`src/rtl/dcbal_pkg.sv`:
```
package dcbal_pkg;

  localparam int LEVEL_W        = 3;
  localparam int NUM_POLES      = 6;
  localparam int POLES_PER_SIDE = NUM_POLES / 2;
  localparam int STATE_W        = LEVEL_W * NUM_POLES;
  localparam int LOC_KINDS      = 4;

  typedef logic [STATE_W-1:0] poleState_t;

  typedef enum logic [1:0] {
    CMP_NORMAL = 2'b00,
    CMP_HIGH   = 2'b01,
    CMP_LOW    = 2'b10,
    CMP_RSVD   = 2'b11
  } cmpClass_e;

  typedef enum logic [1:0] {
    LOC_OUTER_PAIR = 2'd0,
    LOC_NEUTRAL    = 2'd1,
    LOC_INNER_PAIR = 2'd2,
    LOC_FIXED      = 2'd3
  } locKind_e;

  typedef struct packed {
    logic load;
    logic altPhase;
    logic regenSel;
    logic closedLoop;
  } ctrlStrobes_t;

  function automatic poleState_t packState(input int a0, input int a1, input int a2,
                                           input int b0, input int b1, input int b2);
    poleState_t s;
    int v [NUM_POLES];
    v = '{a0, a1, a2, b0, b1, b2};
    s = '0;
    for (int p = 0; p < NUM_POLES; p++) begin
      s[p*LEVEL_W +: LEVEL_W] = LEVEL_W'(v[p]);
    end
    return s;
  endfunction

  function automatic int poleLevel(input poleState_t s, input int p);
    logic signed [LEVEL_W-1:0] f;
    f = s[p*LEVEL_W +: LEVEL_W];
    return int'(f);
  endfunction

  function automatic logic sidesBalanced(input poleState_t s);
    int sumA;
    int sumB;
    sumA = 0;
    sumB = 0;
    for (int p = 0; p < POLES_PER_SIDE; p++) begin
      sumA += poleLevel(s, p);
      sumB += poleLevel(s, p + POLES_PER_SIDE);
    end
    return (sumA == 0) && (sumB == 0);
  endfunction

  function automatic logic levelsInRange(input poleState_t s);
    logic ok;
    ok = 1'b1;
    for (int p = 0; p < NUM_POLES; p++) begin
      if (poleLevel(s, p) > 2 || poleLevel(s, p) < -2) ok = 1'b0;
    end
    return ok;
  endfunction

  localparam poleState_t ST_NEUTRAL = packState(0, 0, 0, 0, 0, 0);
  localparam poleState_t ST_FIXED3  = packState(2, -1, -1, 1, -1, 0);
  localparam poleState_t ST_OUTER_A = packState(0, 0, 0, -1, 0, 1);
  localparam poleState_t ST_OUTER_B = packState(1, 0, -1, 0, 0, 0);
  localparam poleState_t ST_INNER_A = packState(0, 1, -1, -1, 1, 0);
  localparam poleState_t ST_INNER_B = packState(1, -1, 0, 0, -1, 1);

endpackage

```
`src/rtl/dcbal_ctrl.sv`:
```
module dcbal_ctrl
  import dcbal_pkg::*;
(
  input  logic         clk,
  input  logic         rst_n,
  input  logic         sampleStb,
  input  logic         closedLoopEn,
  input  logic         errRising,
  output ctrlStrobes_t ctrl
);

  logic altPhase;
  logic regenSel;
  logic regenNext;

  // Table selection: flip on a rising error in closed loop, home to motoring in open loop.
  always_comb begin
    regenNext = regenSel;
    if (sampleStb) begin
      if (closedLoopEn) regenNext = regenSel ^ errRising;
      else              regenNext = 1'b0;
    end
  end

  always_ff @(posedge clk or negedge rst_n) begin
    if (!rst_n) begin
      altPhase <= 1'b0;
      regenSel <= 1'b0;
    end else begin
      if (sampleStb) altPhase <= ~altPhase;
      regenSel <= regenNext;
    end
  end

  // Selection at a strobe uses the values held before that strobe.
  always_comb begin
    ctrl.load       = sampleStb;
    ctrl.altPhase   = altPhase;
    ctrl.regenSel   = regenSel;
    ctrl.closedLoop = closedLoopEn;
  end

endmodule

```
`src/rtl/dcbal_datapath.sv`:
```
module dcbal_datapath
  import dcbal_pkg::*;
#(
  parameter int LOC_W = 2
) (
  input  logic             clk,
  input  logic             rst_n,
  input  ctrlStrobes_t     ctrl,
  input  logic [LOC_W-1:0] vecIdx,
  input  logic [1:0]       cmpOuter,
  input  logic [1:0]       cmpInner,
  output poleState_t       stateOut
);

  locKind_e   locKind;
  cmpClass_e  outerCls;
  cmpClass_e  innerCls;
  poleState_t altOuter;
  poleState_t altInner;
  poleState_t pickOuter;
  poleState_t pickInner;
  poleState_t nextState;
  poleState_t stateReg;

  always_comb begin
    locKind = locKind_e'(2'(int'(vecIdx) % LOC_KINDS));
  end

  // Open loop sees every condition as Normal.
  always_comb begin
    outerCls = ctrl.closedLoop ? cmpClass_e'(cmpOuter) : CMP_NORMAL;
    innerCls = ctrl.closedLoop ? cmpClass_e'(cmpInner) : CMP_NORMAL;
  end

  always_comb begin
    altOuter = ctrl.altPhase ? ST_OUTER_B : ST_OUTER_A;
    altInner = ctrl.altPhase ? ST_INNER_B : ST_INNER_A;
  end

  // Outer pair correction, swapped in the generating table.
  always_comb begin
    unique case (outerCls)
      CMP_HIGH: pickOuter = ctrl.regenSel ? ST_OUTER_A : ST_OUTER_B;
      CMP_LOW:  pickOuter = ctrl.regenSel ? ST_OUTER_B : ST_OUTER_A;
      default:  pickOuter = altOuter;
    endcase
  end

  // Inner pair correction, only with the outer pair in balance.
  always_comb begin
    pickInner = altInner;
    if (outerCls == CMP_NORMAL || outerCls == CMP_RSVD) begin
      unique case (innerCls)
        CMP_LOW:  pickInner = ctrl.regenSel ? ST_INNER_B : ST_INNER_A;
        CMP_HIGH: pickInner = ctrl.regenSel ? ST_INNER_A : ST_INNER_B;
        default:  pickInner = altInner;
      endcase
    end
  end

  always_comb begin
    unique case (locKind)
      LOC_OUTER_PAIR: nextState = pickOuter;
      LOC_NEUTRAL:    nextState = ST_NEUTRAL;
      LOC_INNER_PAIR: nextState = pickInner;
      default:        nextState = ST_FIXED3;
    endcase
  end

  for (genvar p = 0; p < NUM_POLES; p++) begin : g_pole
    always_ff @(posedge clk or negedge rst_n) begin
      if (!rst_n)         stateReg[p*LEVEL_W +: LEVEL_W] <= '0;
      else if (ctrl.load) stateReg[p*LEVEL_W +: LEVEL_W] <= nextState[p*LEVEL_W +: LEVEL_W];
    end
  end

  assign stateOut = stateReg;

endmodule

```
`src/rtl/dcbal_state_sel.sv`:
```
module dcbal_state_sel
  import dcbal_pkg::*;
#(
  parameter  int NUM_LOC = 4,
  localparam int LOC_W   = (NUM_LOC > 1) ? $clog2(NUM_LOC) : 1
) (
  input  logic               clk,
  input  logic               rst_n,
  input  logic               sampleStb,
  input  logic [LOC_W-1:0]   vecIdx,
  input  logic [1:0]         cmpOuter,
  input  logic [1:0]         cmpInner,
  input  logic               closedLoopEn,
  input  logic               errRising,
  output logic [STATE_W-1:0] stateOut
);

  ctrlStrobes_t ctrl;

  dcbal_ctrl u_ctrl (
    .clk          (clk),
    .rst_n        (rst_n),
    .sampleStb    (sampleStb),
    .closedLoopEn (closedLoopEn),
    .errRising    (errRising),
    .ctrl         (ctrl)
  );

  dcbal_datapath #(.LOC_W(LOC_W)) u_dp (
    .clk      (clk),
    .rst_n    (rst_n),
    .ctrl     (ctrl),
    .vecIdx   (vecIdx),
    .cmpOuter (cmpOuter),
    .cmpInner (cmpInner),
    .stateOut (stateOut)
  );

endmodule

```
`config.mk`:
```
export PLATFORM = sky130hd
export DESIGN_NAME = dcbal_state_sel
export DESIGN_NICKNAME = d
export VERILOG_FILES = /design/src/rtl/dcbal_pkg.sv /design/src/rtl/dcbal_ctrl.sv /design/src/rtl/dcbal_datapath.sv /design/src/rtl/dcbal_state_sel.sv
export SDC_FILE = /design/constraint.sdc
export NUM_CORES = 1
export LEC_CHECK = 0
export BUFFER_PORTS_ARGS = -buffer_cell sky130_fd_sc_hd__buf_4
export CAP_MARGIN = 10
export CORE_MARGIN = 1.5
export CORE_UTILIZATION = 40
export CTS_BUF_LIST = sky130_fd_sc_hd__clkbuf_16
export DETAILED_ROUTE_END_ITERATION = 10
export GPL_TIMING_DRIVEN = 0
export PLACE_DENSITY_LB_ADDON = 0.25
export SETUP_SLACK_MARGIN = 0.02
export SYNTH_ARGS = -nofsm -noshare
export SYNTH_HDL_FRONTEND = slang
export SYNTH_SLANG_ARGS = --single-unit
```
`constraint.sdc`:
```
create_clock -name clk -period 3.4 [get_ports clk]
set_input_delay 0.51 -clock clk [delete_from_list [all_inputs] [get_ports clk]]
set_output_delay 0.51 -clock clk [all_outputs]
set_load 0.05 [all_outputs]
```
==> results.tsv <==
stage	metric	value	unit
clock_tree	cts_tree	yes	
yosys	yosys-top-cells-area	dfrtp_1, buf_4, ha_1, inv_1, mux2_4	
worst_setup_path	crit_slowest_cell	ha_1	
worst_setup_path	cpPeakStageDelay	0.36	ns
route	drcViolationCount	0	
sta	drv_slew	0	
pwr	fin_total_pwr	0.682	mW
finish	syn_to_final_growth	40.1	%
route	wl_per_cell	10.4	um
sta	fin_hold_ws	0.0900	ns
die	chipWidth	46.1	um
worst_setup_path	cp.arrival	1.99	ns
worst_setup_path	required	3.52	ns
sta	finalCritPeriodShare	55.1	%
yosys	yosys.area.top_type	dfrtp_1	
finish	diodes	0	
yosys	synth.distinct_cells	32	
worst_setup_path	path_cells	buf_4, and2_1, ha_1, nor2b_4, o21a_1, a221o_1, o22a_1	
finish	nets	125	
clock_tree	cts-root-buf	clkbuf_16	
finish	stdcell_count	134	
placement	place.gp.congestion	0.795	
finish	fill_cells	157	
route	wl	1390	um
global_route	grt_usage	15.4	%
die	core	1730	um^2
sta	max_freq	534	MHz
worst_setup_path	r2r_slack	1.98	ns
clock_tree	ctsResizeCount	0	
pwr	vdd_drop_max	0.000269	V
sta	final-hold-violation-count	0	
clock_tree	htreeDepth	1	
placement	place_hpwl	1120	um
clock_tree	path_clk_slew	0.04	ns
global_route	use_met1	20.8	%
finish	multi_input_area	350	um^2
placement	dp_worst_setup_slack	1.28	ns
sta	setup_viol	0	
yosys	synthCells	79	
die	die_area	2130	um^2
yosys	synthesis.area	743	um^2
worst_setup_path	critPathCaptureType	register	
global_route	grt_pass1_vias	510	
worst_setup_path	cp_max_fo	5	
yosys	syn_area_per_cell	9.41	um^2
route	drt-initial-drc-count	4	
global_route	use_met2	21.7	%
die	die_h	46.1	um
global_route	grt_overflow	0	
finish	drive_above_1_share	41.3	%
sta	fin_crit	1.87	ns
sta	skew	0.00435	ns
die	rows	15	
die	pin_count	29	
die	initial_core_util	43.0	%
yosys	yosysWarnings	0	
outcome	status	completed	
worst_setup_path	path_class	in -> reg	
clock_tree	postCtsSetupBuffers	0	
global_route	antenna_found_initial	0	
sta	setup_ws	1.53	ns
yosys	ys_ff_latch	10	
sta	fin_tns_setup	0	ns
clock_tree	clkLatencyLatePin	0.24	ns
pwr	power_leakage	0.544	nW
finish	final_cell_mix	buf_4, inv_1, dfrtp_1	
route	firstDrtPassIters	4	
worst_setup_path	path_delay_family	compound AO/OA/AOI/OAI gates	
route	vias	603	
global_route	grt_pass1_wl	2270	um
clock_tree	cts_sinks	10	
pwr	powerDensity	655	nW/um^2
route	antenna_left	0	
worst_setup_path	cp_num_buf_inv	1	
clock_tree	clk_path_buf_depth	2	
clock_tree	cts_buffers	3	
yosys	seq_area_frac_synth	33.7	%
placement	port_buffers	24	
route	viasPerCell	4.50	
global_route	grt_max_degree	11	
finish	final_common_cell	buf_4	
clock_tree	hold_buffers	0	
hold_path	hold_class	in -> async	
worst_setup_path	worst_setup_path_start_kind	primary input	
placement	place_inst	130	
finish	seq_area	250	um^2
global_route	top_usage_layer	met2	
yosys	synth_top_cell_area_share	33.7	%
flow_run	maxCapViolations	0	
global_route	use_met3	3.53	%
sta	rsz0062_at_grt	false	
-- worst reg2reg max path, stage by stage, from the launching register on --
cell and delay (ns):
dfrtp_1 0.38, buf_6 0.14, mux2_4 0.29, o21a_1 0.21
nor2b_1 0.14, o22a_1 0.15
-- Yosys cell counts --
library cell  count
o21ai_0           4
ha_1              4
a221o_1           1
mux2_4            3
conb_1            1
inv_1            12
o22a_1            2
nor2b_4           1
mux2i_1           1
buf_6             1
buf_8             1
a21oi_1           2
buf_4            10
nand2b_1          1
a21o_1            1
o2bb2ai_1         1
and2_1            2
nor2_1            1
clkbuf_1          1
nand3_1           1
nor3_1            1
and2b_1           1
xor2_1            1
dfrtp_1          10
a211oi_1          1
nor2b_1           1
a2bb2oi_2         1
o22ai_1           3
nand2_1           5
o21a_1            2
a21oi_2           1
nand3b_1          1
-- layout make-up --
class	instances	share of cell area, %
timing repair buffer	24	17.3
clock buffer	3	7.21
buffer	13	10.1
tap	25	3.00
multi-input combinational	46	33.7
inverter	12	4.33
clock inverter	1	0.361
sequential	10	24.0
-- stage by stage --
step	util [%]	instance area [um^2]
floorplan	-	751
finish	60.3	1040
global route	60.3	1040
global placement	55.7	962
CTS	60.3	1040
detailed placement	55.7	962
-- kinds of logic (layout without fill, tap and decap cells) --
group | after synthesis | after routing | share of synthesized area (%)
other cells | 1 | 3 | 0.505
mux | 4 | 4 | 7.41
buf+inv | 25 | 53 | 20.2
simple gates | 15 | 15 | 11.6
compound gates | 19 | 19 | 18.7
flops | 10 | 10 | 33.7
xor+xnor | 1 | 1 | 1.18
fa+ha+maj | 4 | 4 | 6.73
-- power breakdown --
| part | switching (mW) | internal (mW) |
|---|---|---|
| logic | 0.185 | 0.121 |
| registers | 0.0201 | 0.143 |
| clock network | 0.0576 | 0.154 |
-- per-layer routing --
layer  part of all wire [%]  vias up
met1                     45      268
met3                    4.7        4
met5                      0        -
li1                       -      312
met2                     48       19
met4                    2.0        0
-- flip-flops by register name, indices dropped and copies added, names as in the netlist --
| signal | flops |
|---|---|
| u_dp.stateOut | 8 |
| u_ctrl.regenSel | 1 |
| u_ctrl.altPhase | 1 |
-- final timing paths --
check | startpoint | end | cells after the start
min in group clk | u_dp.stateOut[9]$_DFFE_PN0P_ | u_dp.stateOut[9]$_DFFE_PN0P_ | 1
worst max register to register | u_ctrl.regenSel$_DFFE_PN0P_ | u_dp.stateOut[9]$_DFFE_PN0P_ | 5
max in group asynchronous | rst_n | u_dp.stateOut[10]$_DFFE_PN0P_ | 1
worst max-delay path | closedLoopEn | u_dp.stateOut[9]$_DFFE_PN0P_ | 7
worst min register to register | u_dp.stateOut[9]$_DFFE_PN0P_ | u_dp.stateOut[9]$_DFFE_PN0P_ | 1
worst min-delay path | rst_n | u_dp.stateOut[1]$_DFFE_PN0P_ | 1
Note: power is estimated with default switching activity, not from simulation.
